===== src/rtl/pic_cascade_pkg.sv =====
package pic_cascade_pkg;
  localparam int LINE_W    = 3;
  localparam int NLINES    = 1 << LINE_W;
  localparam int VEC_W     = 8;
  localparam int CASC_LINE = 2;

  typedef enum logic {
    SEL_MST = 1'b0,
    SEL_SLV = 1'b1
  } core_sel_e;
endpackage


===== src/rtl/pic_prio_enc.sv =====
module pic_prio_enc #(
  parameter int N = 8,
  parameter int W = 3
) (
  input  logic [N-1:0] req,
  output logic         any,
  output logic [W-1:0] idx
);
  // lowest index wins: scan downward so the last hit is the smallest
  always_comb begin
    any = |req;
    idx = '0;
    for (int i = N - 1; i >= 0; i--) begin
      if (req[i]) idx = W'(i);
    end
  end
endmodule


===== src/rtl/pic_line_core.sv =====
module pic_line_core #(
  parameter int N         = 8,
  parameter int W         = 3,
  parameter int CASC_LINE = 2
) (
  input  logic         clk,
  input  logic         rst,
  input  logic         set_stb,
  input  logic [W-1:0] set_line,
  input  logic         set_lvl,
  input  logic         casc_pulse,
  input  logic [N-1:0] mask,
  input  logic [N-1:0] lvl_mode,
  input  logic         ack_stb,
  input  logic         eoi_stb,
  output logic         has_win,
  output logic [W-1:0] win_line
);
  logic [N-1:0] irr_q, last_q, isr_q;
  logic [N-1:0] irr_d, last_d, isr_d;
  logic         pend_any, svc_any;
  logic [W-1:0] pend_idx, svc_idx;

  pic_prio_enc #(.N(N), .W(W)) u_pend_enc (
    .req (irr_q & ~mask),
    .any (pend_any),
    .idx (pend_idx)
  );

  pic_prio_enc #(.N(N), .W(W)) u_svc_enc (
    .req (isr_q),
    .any (svc_any),
    .idx (svc_idx)
  );

  assign has_win  = pend_any && (!svc_any || (pend_idx < svc_idx));
  assign win_line = pend_idx;

  always_comb begin
    irr_d  = irr_q;
    last_d = last_q;
    isr_d  = isr_q;
    if (set_stb) begin
      if (lvl_mode[set_line]) begin
        irr_d[set_line] = set_lvl;
      end else if (set_lvl && !last_q[set_line]) begin
        irr_d[set_line] = 1'b1;
      end
      last_d[set_line] = set_lvl;
    end
    if (ack_stb && has_win) begin
      isr_d[pend_idx] = 1'b1;
      if (!lvl_mode[pend_idx]) irr_d[pend_idx] = 1'b0;
    end
    if (eoi_stb && svc_any) isr_d[svc_idx] = 1'b0;
    if (casc_pulse) begin
      irr_d[CASC_LINE]  = 1'b1;
      last_d[CASC_LINE] = 1'b0;
    end
  end

  always_ff @(posedge clk) begin
    if (rst) begin
      irr_q  <= '0;
      last_q <= '0;
      isr_q  <= '0;
    end else begin
      irr_q  <= irr_d;
      last_q <= last_d;
      isr_q  <= isr_d;
    end
  end

  // an acknowledged winner is in service next cycle
  a_r8_isr_set: assert property (@(posedge clk) disable iff (rst)
    (ack_stb && has_win && !eoi_stb) |=> isr_q[$past(win_line)]);

  // acknowledge without a winner leaves in-service untouched
  a_r9_no_spur_isr: assert property (@(posedge clk) disable iff (rst)
    (ack_stb && !has_win && !eoi_stb) |=> $stable(isr_q));

  // a cascade pulse leaves the cascade line pending
  a_r5_casc_latch: assert property (@(posedge clk) disable iff (rst)
    casc_pulse |=> irr_q[CASC_LINE]);

  // a level line reported low is no longer pending
  a_r3_level_clear: assert property (@(posedge clk) disable iff (rst)
    (set_stb && !set_lvl && lvl_mode[set_line] && !casc_pulse)
      |=> !irr_q[$past(set_line)]);

  // end-of-interrupt retires exactly one in-service bit
  a_r11_eoi_one: assert property (@(posedge clk) disable iff (rst)
    (eoi_stb && !ack_stb && (isr_q != '0))
      |=> ($countones(isr_q) == $countones($past(isr_q)) - 1));
endmodule


===== src/rtl/pic_cascade_ack.sv =====
module pic_cascade_ack
  import pic_cascade_pkg::*;
#(
  parameter int LW = LINE_W,
  parameter int VW = VEC_W,
  parameter int CL = CASC_LINE
) (
  input  logic              clk,
  input  logic              rst,
  input  logic              req_stb,
  input  logic [LW:0]       req_idx,
  input  logic              req_lvl,
  input  logic [2*(1<<LW)-1:0] line_mask,
  input  logic [2*(1<<LW)-1:0] line_lvl_mode,
  input  logic [VW-1:0]     mst_base,
  input  logic [VW-1:0]     slv_base,
  input  logic              inta,
  input  logic              eoi_stb,
  input  logic              eoi_slave,
  output logic              cpu_irq,
  output logic              vec_valid,
  output logic [VW-1:0]     vec
);
  localparam int NL = 1 << LW;
  localparam logic [NL-1:0] CASC_BIT = {{(NL-1){1'b0}}, 1'b1} << CL;
  localparam logic [LW-1:0] SPUR_LINE = {LW{1'b1}};

  logic [1:0]         has_win;
  logic [1:0][LW-1:0] win_line;
  logic               casc;
  logic               slv_ack;
  logic [VW-1:0]      vec_d;

  // cascade only in quiet cycles so it always sees settled slave state
  assign casc    = has_win[SEL_SLV] && !inta && !req_stb && !eoi_stb;
  assign slv_ack = inta && has_win[SEL_MST] && (win_line[SEL_MST] == LW'(CL));

  for (genvar g = 0; g < 2; g++) begin : g_core
    logic [NL-1:0] lm;
    logic          cp, ak, st, eo;
    if (g == 0) begin : g_mst
      assign lm = line_lvl_mode[NL-1:0] & ~CASC_BIT;
      assign cp = casc;
      assign ak = inta;
    end else begin : g_slv
      assign lm = line_lvl_mode[2*NL-1:NL];
      assign cp = 1'b0;
      assign ak = slv_ack;
    end
    assign st = req_stb && (req_idx[LW] == 1'(g));
    assign eo = eoi_stb && (eoi_slave == 1'(g));

    pic_line_core #(.N(NL), .W(LW), .CASC_LINE(CL)) u_core (
      .clk        (clk),
      .rst        (rst),
      .set_stb    (st),
      .set_line   (req_idx[LW-1:0]),
      .set_lvl    (req_lvl),
      .casc_pulse (cp),
      .mask       (line_mask[g*NL +: NL]),
      .lvl_mode   (lm),
      .ack_stb    (ak),
      .eoi_stb    (eo),
      .has_win    (has_win[g]),
      .win_line   (win_line[g])
    );
  end

  always_comb begin
    if (!has_win[SEL_MST]) begin
      vec_d = {mst_base[VW-1:LW], SPUR_LINE};
    end else if (win_line[SEL_MST] == LW'(CL)) begin
      vec_d = has_win[SEL_SLV] ? {slv_base[VW-1:LW], win_line[SEL_SLV]}
                               : {slv_base[VW-1:LW], SPUR_LINE};
    end else begin
      vec_d = {mst_base[VW-1:LW], win_line[SEL_MST]};
    end
  end

  always_ff @(posedge clk) begin
    if (rst) begin
      cpu_irq   <= 1'b0;
      vec_valid <= 1'b0;
      vec       <= '0;
    end else begin
      cpu_irq   <= has_win[SEL_MST];
      vec_valid <= inta;
      if (inta) vec <= vec_d;
    end
  end

  // valid follows the acknowledge strobe by one cycle
  a_r7_valid_follows: assert property (@(posedge clk) disable iff (rst)
    inta |=> vec_valid);
  a_r7_valid_single: assert property (@(posedge clk) disable iff (rst)
    !inta |=> !vec_valid);

  // no master winner yields the master spurious vector
  a_r9_spur_vec: assert property (@(posedge clk) disable iff (rst)
    (inta && !has_win[SEL_MST])
      |=> (vec == {$past(mst_base[VW-1:LW]), SPUR_LINE}));

  // the processor request tracks the master winner
  a_r6_irq_track: assert property (@(posedge clk) disable iff (rst)
    (has_win[SEL_MST] && !inta && !eoi_stb && !req_stb) |=> cpu_irq);
endmodule


===== config.mk =====
export PLATFORM = sky130hd
export DESIGN_NAME = pic_cascade_ack
export DESIGN_NICKNAME = d
export VERILOG_FILES = /design/src/rtl/pic_cascade_pkg.sv /design/src/rtl/pic_prio_enc.sv /design/src/rtl/pic_line_core.sv /design/src/rtl/pic_cascade_ack.sv
export SDC_FILE = /design/constraint.sdc
export NUM_CORES = 1
export LEC_CHECK = 0
export ABC_AREA = 1
export BUFFER_PORTS_ARGS = -buffer_cell sky130_fd_sc_hd__buf_2
export CAP_MARGIN = 15
export CORE_ASPECT_RATIO = 0.75
export CORE_MARGIN = 10
export CORE_UTILIZATION = 48
export DETAILED_ROUTE_END_ITERATION = 12
export HOLD_SLACK_MARGIN = 0.1
export PLACE_DENSITY = 0.73
export SLEW_MARGIN = 20
export SYNTH_ARGS = -nofsm -noshare
export SYNTH_HDL_FRONTEND = slang
export SYNTH_SLANG_ARGS = --single-unit

===== constraint.sdc =====
create_clock -name clk -period 2.2 [get_ports clk]
set_input_delay 0.22 -clock clk [delete_from_list [all_inputs] [get_ports clk]]
set_output_delay 0.22 -clock clk [all_outputs]
set_load 0.01 [all_outputs]

==> summary.md, run 1 <==
| Metric | Value |
|---|---|
| GR Util met2 | 30.66% |
| Worst Hold Class | in -> reg |
| Largest net degree at the start of global routing | 23 |
| Slowest stage cell on the critical path | dfxtp_2 |
| Number of max-cap violations | 0 |
| Initial DRC count | 354 |
| Clock Sinks | 58 |
| Clock-pin slew on the worst setup and hold paths | 0.07 ns |
| Gp weighted congestion | 0.9456 |
| Hold path start | mst_base[4] |
| Fin cells | 824 |
| Rel. slew slack | 56.28% |
| FMAX | 432.6 MHz |
| # rows | 28 |
| Setup TNS Final | -0.9684 ns |
| Register Area | 0.001164 mm^2 |
| Starting Density | 48.87% |
| Vert. Die Dim | 97.41 um |
| CP max FO | 8 |
| Layout net count | 777 |
| H-tree depth | 3 |
| Post-synthesis async set-or-reset flop share | 0% |
| Top_reg_cell synth | dfxtp_1 |
| Synth top cells by count | nand2_1, inv_1, nor2_1 |
| Antenna diodes | 0 |
| Peak VDD IR | 0.0002912 V |
| Multi-input logic area | 0.002519 mm^2 |
| Dpl cells | 799 |
| Setup crit end kind | register |
| Share of the yosys chip area belonging to registers | 30.28% |
| Vias per Instance | 5.308 |
| Flop and latch count out of synthesis | 58 |
| Die area | 0.01200 mm^2 |
| Die width | 123.2 um |
| Area Overhead vs Synth | 30.67% |
| Failing checks | negative setup slack |
| Clock Tree Buf Depth | 2 |
| Clock Latency Late Sink | 0.36 ns |
| Critical path arrival | 2.57 ns |
| Clock root cell | clkbuf_8 |
| Initial antenna violation count | 0 |
| GRT busiest layer | met2 |
| Vias in the first global route | 4143 |
| Share of the synthesized area in the top cell type | 30.28% |
| Final Power | 2.583 mW |
| Status | finished with violations |
| Mapped Nets | 672 |
| Slew Limit Fails | 0 |
| RSZ-0062 raised after global routing | true |
| CP dominant cell by count | nand2_1 |
| Final instance area | 0.005011 mm^2 |
| Post-synth EDFFs | 0 |
| Minimum clock period | 2.312 ns |
| GRT Util Overall | 19.69% |
| Yosys top cell by area | dfxtp_1 |
| R2R setup slack | -0.11 ns |
| IO buf count | 61 |
| Crit Path Class | reg -> reg |
| # DRC | 0 |
| Final setup skew | 0.008828 ns |
| GR Overflow Total | 0 |
| Crit start category | register |
| Core Area | 0.007848 mm^2 |
| TritonCTS clock tree | yes |
| Leakage | 2.237 nW |
| Hold_buf cts | 0 |
| Worst EP required | 2.46 ns |
| Fin Hold WS | 0.2158 ns |
| Drt pass-1 iters | 7 |
| Placed Area | 0.004489 mm^2 |
| Yosys warnings | 0 |
| Antenna-violating nets left | 0 |
| Most numerous cell in the Yosys netlist | nand2_1 |
| Cts bufs inserted | 9 |
| First-pass GRT wire length | 19340 um |
| Met1 usage | 25.62% |
| Slowest stage delay, CP | 0.32 ns |
| Fillers | 729 |
| Total Wirelength | 12240 um |
| Post-synthesis cell area | 0.003835 mm^2 |
| Crit-path cells | inv_2 -> or2_1 -> nand2_1 -> buf_4 -> inv_2 -> a21oi_4 -> ha_1 -> nand2_1 -> inv_1 -> nand2_2 -> nand2_2 -> nand2_4 -> nand4_4 -> nor2_4 -> nand3_2 -> nand2_1 -> inv_1 |
| Io pins | 69 |
| Tcrit/Tclk final | 105.1% |
| Tightest Pin Transition | 0.6550 ns |
| Final setup fails | 19 |
| Worst Slack Setup Final | -0.1118 ns |
| Netlist cell types | 43 |
| Synth area leaders | dfxtp_1, nand2_1, inv_1 |
| RR Startpoint | g_core[0].u_core.irr_q[2]$_SDFF_PP0_ |
| DR WL/cell | 14.85 um |
| Total vias in the final route | 4374 |
| Cell count after synthesis | 609 |
| Pwr/cell area | 515.6 mW/mm^2 |
| Met3 Track Usage GR | 4.820% |
| Beginning of the critical path | g_core[0].u_core.irr_q[2]$_SDFF_PP0_ |
| DP HPWL | 9200 um |
| Hold Vio Cnt, Final | 0 |
| Share of cells above drive strength 1 | 32.27% |
| Post-Syn Area per Cell | 6.297 um^2 |
## power by group
part	switching (mW)	internal (mW)	total (mW)
registers	0.0133	1.08	1.09
clock network	0.493	0.517	1.01
logic	0.305	0.178	0.483
total	0.811	1.77	2.58
## cells in the final DEF (no fill, tap or decap), types with 2 or more instances in the layout
| cell | instances |
|---|---|
| o21ai_1 | 8 |
| clkinv_2 | 2 |
| nor2_4 | 4 |
| ha_4 | 2 |
| o21ai_2 | 3 |
| nor4_2 | 2 |
| dfxtp_2 | 2 |
| inv_1 | 82 |
| nor2_1 | 68 |
| clkbuf_8 | 9 |
| buf_2 | 61 |
| a21oi_4 | 2 |
| nand2_2 | 22 |
| o21ai_0 | 19 |
| nor3_1 | 10 |
| a21oi_1 | 31 |
| nor2_2 | 9 |
| buf_6 | 2 |
| clkinvlp_4 | 4 |
| o22ai_1 | 8 |
| inv_2 | 11 |
| buf_4 | 41 |
| or2_1 | 6 |
| nand2_4 | 4 |
| nand3_1 | 26 |
| a211oi_1 | 9 |
| a221oi_1 | 3 |
| a21oi_2 | 18 |
| nand3_2 | 15 |
| ha_1 | 2 |
| nand2_1 | 141 |
| or2_2 | 2 |
| o31ai_1 | 5 |
| nand4_1 | 7 |
| nor3_2 | 5 |
| dfxtp_1 | 56 |
## timing repair
item / in CTS / in global routing
setup buffers: 0 / 9
endpoints found under the hold margin: 0 / 0
pin swaps: 9 / 6
endpoints found under the setup margin: 37 / 40
resized for setup: 27 / 41
## worst max-delay path: cells and delay by family, from the launching register on
| kind | cells | cell delay (ns) |
|---|---|---|
| adder cells (fa/ha/maj) | 1 | 0.25 |
| flip-flops | 1 | 0.32 |
| AND/OR/NAND/NOR | 10 | 1.23 |
| AO/OA/AOI/OAI | 1 | 0.15 |
| buffers and inverters | 5 | 0.24 |
## metrics by stage
stage | util (%) | setup WS (ns)
final | 63.86 | -0.1118
after global routing | 63.86 | -0.2179
after CTS | 60.94 | -0.07873
after detailed placement | 57.21 | -0.1281
after global placement | 57.21 | -0.05631
after floorplan | - | 0.03033
## cells by family after synthesis
kind of cell,synth area share (%)
and+or+nand+nor,39.48
AOI/OAI and AO/OA,18.43
buffers and inverters,10.51
DFF,30.28
adders and majority gates,1.305
## final timing paths
check | to | cells past startpoint
worst max register to register | g_core[1].u_core.irr_q[3]$_SDFF_PP0_ | 17
worst min-delay path | vec[4]$_SDFFE_PP0P_ | 5
worst min register to register | g_core[1].u_core.last_q[2]$_SDFFE_PP0P_ | 2
worst max-delay path | g_core[1].u_core.irr_q[3]$_SDFF_PP0_ | 17
## metal layers
layer	part of all wire, %	vias up
li1	-	2179
met1	44	2000
met2	46	169
met3	7.5	26
met4	2.1	0
met5	0	-
## flip-flops by register name, summed over array words and instances, names as in the netlist
register              flops
g_core.u_core.irr_q      16
vec                       8
g_core.u_core.last_q     16
g_core.u_core.isr_q      16
vec_valid                 1
cpu_irq                   1
## final cells by class
cell class	instances	area share, %
multi-input combinational	445	50.26
sequential	58	23.22
timing repair buffer	104	12.68
inverter	96	7.341
tap	105	2.622
clock buffer	9	2.472
clock inverter	7	1.398
(Power assumes the default switching activity.)
==> run 2: changes to the inputs <==
--- a/config.mk
+++ b/config.mk
@@ -14,6 +14,7 @@
 export DETAILED_ROUTE_END_ITERATION = 12
 export HOLD_SLACK_MARGIN = 0.1
 export PLACE_DENSITY = 0.73
+export REMOVE_ABC_BUFFERS = 1
 export SLEW_MARGIN = 20
 export SYNTH_ARGS = -nofsm -noshare
 export SYNTH_HDL_FRONTEND = slang
==> summary.md, run 2 (synthesized netlist as in run 1, its figures left out) <==
| Metric | Value |
|---|---|
| Status | finished with violations |
| Failing checks | negative setup slack |
| Critical path arrival | 2.51 ns |
| Slew Limit Fails | 0 |
| Layout net count | 777 |
| Cts bufs inserted | 9 |
| Crit Path Class | reg -> reg |
| Switching Share | 30.55% |
| Crit start category | register |
| Multi-input logic area | 0.002482 mm^2 |
| RSZ-0062 raised after global routing | true |
| Die width | 123.2 um |
| Worst Slack Setup Final | -0.06797 ns |
| Clock root cell | clkbuf_8 |
| Starting Density | 48.87% |
| H-tree depth | 3 |
| Placed Area | 0.004497 mm^2 |
| Rel. slew slack | 57.41% |
| Pint | 1.702 mW |
| FMAX | 440.9 MHz |
| Gp weighted congestion | 0.9525 |
| Initial DRC count | 303 |
| Clock Sinks | 58 |
| Sequential share of power | 44.5% |
| Minimum clock period | 2.268 ns |
| Fin cells | 823 |
| Antenna-violating nets left | 0 |
| Total vias in the final route | 4366 |
| Vert. Die Dim | 97.41 um |
| First-pass GRT wire length | 18940 um |
| Number of max-cap violations | 0 |
| Final setup fails | 11 |
| Final Power | 2.451 mW |
| Comb pwr share | 18.7% |
| Hold_buf cts | 0 |
| Total Wirelength | 11870 um |
| Register Area | 0.001164 mm^2 |
| Peak VDD IR | 0.0002989 V |
| Crit-path cells | nor2_4 -> inv_2 -> o21ai_2 -> nor2_2 -> nor3_2 -> inv_1 -> ha_1 -> nand2_1 -> inv_1 -> nand2_2 -> nand2_2 -> nand2_4 -> nand3_4 -> nor2_4 -> nand2_2 -> nor2_4 -> nor2_1 |
| Core Area | 0.007848 mm^2 |
| Vias per Instance | 5.305 |
| # rows | 28 |
| Tightest Pin Transition | 0.6381 ns |
| # DRC | 0 |
| Commonest non-fill, non-tap cell in the layout | nand2_1 |
| Worst EP required | 2.44 ns |
| Fin util | 63.03% |
| Clock-pin slew on the worst setup and hold paths | 0.07 ns |
| CP max FO | 4 |
| Clock network power share | 36.7% |
| Pwr/cell area | 495.5 mW/mm^2 |
| DP HPWL | 9201 um |
| Largest net degree at the start of global routing | 23 |
| Hold Vio Cnt, Final | 0 |
| Buffers & Inverters on Critical Path | 3 |
| Antenna diodes | 0 |
| Die area | 0.01200 mm^2 |
| Drt pass-1 iters | 5 |
| Io pins | 69 |
| Psw | 0.7488 mW |
| Slowest stage delay, CP | 0.34 ns |
| Crit path max-delay family | simple AND/OR/NAND/NOR gates |
| Final setup skew | 0.007223 ns |
| Dpl cells | 800 |
| Worst Hold Class | in -> reg |
| TritonCTS clock tree | yes |
| GRT Util Overall | 19.05% |
| Area Overhead vs Synth | 28.97% |
| Slowest stage cell on the critical path | dfxtp_2 |
| IO buf count | 61 |
| Biggest regs | g_core.u_core.irr_q: 16 flops, g_core.u_core.isr_q: 16 flops, g_core.u_core.last_q: 16 flops |
| Fillers | 743 |
| DR WL/cell | 14.42 um |
| Share of cells above drive strength 1 | 30.22% |
| Initial antenna violation count | 0 |
| Clock Tree Buf Depth | 2 |
| Setup crit end kind | register |
| GR Overflow Total | 0 |
| Most frequent cells in the layout | nand2_1, inv_1, nor2_1, buf_2, dfxtp_1 |
| Tcrit/Tclk final | 103.1% |
| Vias in the first global route | 4075 |
| Final instance area | 0.004946 mm^2 |
| Clock Latency Late Sink | 0.35 ns |
| Leakage | 2.224 nW |
| Place WS | -0.1527 ns |
run 2: cell types whose count changed in the layout (fill, tap and decap cells not counted), sizes merged:
cell	before	now
buf	104	103
clkinv	4	5
bufinv	1	0
clkinvlp	4	0
a21boi	1	2
clkbuf	9	12
run 2: metrics by stage:
| step | setup TNS (ns) | hold slack [ns] |
|---|---|---|
| 6_report | -0.4663 | 0.2174 |
| 5_1_grt | -4.819 | 0.2266 |
| 4_1_cts | -0.003480 | 0.2134 |
| 3_5_place_dp | -2.495 | 0.4508 |
| 3_3_place_gp | -0.2979 | 0.4412 |
| 2_1_floorplan | 0 | 0.2891 |
run 2: tightest hold or removal path, stage by stage:
cell     delay (ns)
buf_2          0.11
nand2_1        0.06
nand2_1        0.04
nand2_1        0.05
a21oi_1        0.05
run 2: per-layer routing:
metal	vias up	part of all wire [%]	global-route usage, %
met3	27	7.9	5.749
li1	2193	-	-
met1	1983	46	25.64
met5	-	0	0
met4	0	1.6	5.362
met2	163	45	28.50
run 2: power groups by stage:
stage / registers, mW / clock network [mW] / logic, mW
after floorplan: 1.12 / 0 / 0.236
after global placement: 1.11 / 0 / 0.412
after detailed placement: 1.11 / 0 / 0.420
after CTS: 1.09 / 0.910 / 0.432
after global routing: 1.09 / 0.951 / 0.508
final: 1.09 / 0.900 / 0.459
run 2: worst paths after layout:
kind                                                 from                                 endpoint  slack [ns]  cells after the start
setup / recovery     g_core[0].u_core.isr_q[4]$_SDFF_PP0_     g_core[0].u_core.irr_q[6]$_SDFF_PP0_       -0.07                     17
hold / removal                                mst_base[6]                      vec[6]$_SDFFE_PP0P_        0.22                      5
setup reg to reg     g_core[0].u_core.isr_q[4]$_SDFF_PP0_     g_core[0].u_core.irr_q[6]$_SDFF_PP0_       -0.07                     17
hold reg to reg   g_core[1].u_core.last_q[2]$_SDFFE_PP0P_  g_core[1].u_core.last_q[2]$_SDFFE_PP0P_        0.45                      2
run 2: cell type report:
type | count | area share (%)
Inverter | 96 | 7.387
Clock inverter | 3 | 0.3036
Multi-Input combinational cell | 446 | 50.19
Sequential cell | 58 | 23.53
Clock buffer | 12 | 3.137
Tap cell | 105 | 2.656
Timing Repair Buffer | 103 | 12.80
run 2: timing repair:
| action | 4_1_cts | 5_1_grt |
|---|---|---|
| endpoints found under the setup margin | 37 | 40 |
| pin swaps | 4 | 14 |
| gates cloned | 0 | 1 |
| setup buffers | 2 | 5 |
| resized for setup | 16 | 34 |
==> run 3: changes to the inputs <==
--- a/config.mk
+++ b/config.mk
@@ -13,7 +13,7 @@
 export CORE_UTILIZATION = 48
 export DETAILED_ROUTE_END_ITERATION = 12
 export HOLD_SLACK_MARGIN = 0.1
-export PLACE_DENSITY = 0.73
+export PLACE_DENSITY = 0.7
 export REMOVE_ABC_BUFFERS = 1
 export SLEW_MARGIN = 20
 export SYNTH_ARGS = -nofsm -noshare
==> constraint.sdc (replaced) <==
create_clock -name clk -period 2.25 [get_ports clk]
set_input_delay 0.225 -clock clk [delete_from_list [all_inputs] [get_ports clk]]
set_output_delay 0.225 -clock clk [all_outputs]
set_load 0.01 [all_outputs]
==> summary.md, run 3 (synthesized netlist as in run 1, its figures left out) <==
| Metric | Value |
|---|---|
| Slew Limit Fails | 0 |
| Most frequent cells in the layout | nand2_1, inv_1, nor2_1, buf_2, dfxtp_1 |
| Final Power | 2.389 mW |
| Clock Tree Buf Depth | 2 |
| Tightest Pin Transition | 0.6540 ns |
| First-pass GRT wire length | 19400 um |
| Vias in the first global route | 4201 |
| Critical path arrival | 2.53 ns |
| Slowest stage cell on the critical path | dfxtp_1 |
| Slowest stage delay, CP | 0.31 ns |
| Initial DRC count | 358 |
| Die area | 0.01200 mm^2 |
| Multi-input logic area | 0.002485 mm^2 |
| H-tree depth | 3 |
| Status | finished clean |
| GRT Util Overall | 19.57% |
| Final setup fails | 0 |
| TritonCTS clock tree | yes |
| Clock Latency Late Sink | 0.34 ns |
| Starting Density | 48.87% |
| DR WL/cell | 14.54 um |
| Core Area | 0.007848 mm^2 |
| Clock-pin slew on the worst setup and hold paths | 0.07 ns |
| Fin util | 63.01% |
| Area Overhead vs Synth | 28.94% |
| Vert. Die Dim | 97.41 um |
| Minimum clock period | 2.248 ns |
| Setup TNS Final | 0 ns |
| Register Area | 0.001164 mm^2 |
| Total Wirelength | 11910 um |
| Biggest regs | g_core.u_core.irr_q: 16 flops, g_core.u_core.isr_q: 16 flops, g_core.u_core.last_q: 16 flops |
| Crit Path Class | reg -> reg |
| Largest net degree at the start of global routing | 23 |
| Hold Vio Cnt, Final | 0 |
| FMAX | 444.9 MHz |
| Buffers & Inverters on Critical Path | 4 |
| Initial antenna violation count | 0 |
| Final setup skew | 0.006606 ns |
| Gp weighted congestion | 0.9893 |
| Drt pass-1 iters | 5 |
| Peak VDD IR | 0.0003761 V |
| Share of cells above drive strength 1 | 30.11% |
| Placed Area | 0.004479 mm^2 |
| Worst Hold Class | in -> reg |
| IO buf count | 61 |
| Cts bufs inserted | 9 |
| DP HPWL | 9144 um |
| Crit start category | register |
| Io pins | 69 |
| Fin cells | 819 |
| Rel. slew slack | 56.35% |
| Crit-path cells | inv_1 -> or2_2 -> nand2_2 -> nor2_1 -> o21ai_2 -> inv_2 -> ha_4 -> a21oi_2 -> nand2_1 -> buf_4 -> a21boi_4 -> buf_6 -> nand3_1 -> a21oi_2 |
| Number of max-cap violations | 0 |
| Clock Sinks | 58 |
| GR Overflow Total | 0 |
| Clock root cell | clkbuf_8 |
| Leakage | 2.193 nW |
| Final instance area | 0.004945 mm^2 |
| Crit path max-delay family | simple AND/OR/NAND/NOR gates |
| Layout net count | 772 |
| RSZ-0062 raised after global routing | true |
| Antenna diodes | 0 |
| CP dominant cell by count | a21oi_2 |
| Pwr/cell area | 483.2 mW/mm^2 |
| Die width | 123.2 um |
| # rows | 28 |
| # DRC | 0 |
| Total vias in the final route | 4361 |
| Worst EP required | 2.53 ns |
| Dpl cells | 796 |
| Setup crit end kind | register |
| Tcrit/Tclk final | 99.89% |
| Vias per Instance | 5.325 |
| Fillers | 748 |
| Antenna-violating nets left | 0 |
| CP max FO | 7 |
| Commonest non-fill, non-tap cell in the layout | nand2_1 |
-- run 3: changes by cell type in the layout (fill, tap and decap cells not counted), moves of 4 or more --
cell	previous run	this run
nand3_1	25	32
buf_4	41	34
nand3_2	15	5
nor2_2	7	11
-- run 3: final timing paths --
check / start / end / slack [ns] / cells past startpoint
setup / recovery: g_core[1].u_core.irr_q[1]$_SDFF_PP0_ / g_core[1].u_core.isr_q[3]$_SDFF_PP0_ / 0.002 / 14
hold / removal: mst_base[3] / vec[3]$_SDFFE_PP0P_ / 0.23 / 5
setup reg to reg: g_core[1].u_core.irr_q[1]$_SDFF_PP0_ / g_core[1].u_core.isr_q[3]$_SDFF_PP0_ / 0.002 / 14
hold reg to reg: g_core[1].u_core.last_q[2]$_SDFFE_PP0P_ / g_core[1].u_core.last_q[2]$_SDFFE_PP0P_ / 0.45 / 2
-- run 3: metal layers --
metal | routed length (um) | global-route usage [%]
met1 | 5390 | 25.83
met4 | 177 | 6.881
met3 | 978 | 4.994
met5 | 0 | 0
met2 | 5363 | 29.93
-- run 3: through the flow --
stage	worst slack (ns)	hold slack [ns]
6_report	0.002498	0.2341
5_1_grt	-0.1104	0.2448
4_1_cts	-0.02264	0.2279
3_5_place_dp	-0.03313	0.4503
3_3_place_gp	0.006854	0.4420
2_1_floorplan	0.08031	0.2941
-- run 3: repair_timing --
action,CTS,global route
hold buffers,0,0
setup endpoints to repair,18,41
pin swaps,0,14
resized for setup,3,57
buffers inserted,1,6
-- run 3: worst register-to-register path, stage by stage, from the launching register on --
cell      delay [ns]
dfxtp_1         0.31
inv_1           0.06
or2_2           0.30
nand2_2         0.09
nor2_1          0.08
o21ai_2         0.08
inv_2           0.08
ha_4            0.24
a21oi_2         0.10
nand2_1         0.08
buf_4           0.15
a21boi_4        0.24
buf_6           0.14
nand3_1         0.10
a21oi_2         0.13
-- run 3: area by class of cell --
cell class	count	area share, %
Clock buffer	11	2.859
Clock inverter	5	0.6073
Inverter	96	7.490
Multi-Input combinational cell	445	50.25
Sequential cell	58	23.53
Tap cell	105	2.657
Timing Repair Buffer	99	12.60
-- run 3: power breakdown --
group	internal [mW]	switching [mW]
Clock	0.423	0.436
Sequential	1.05	0.0141
Combinational	0.170	0.293
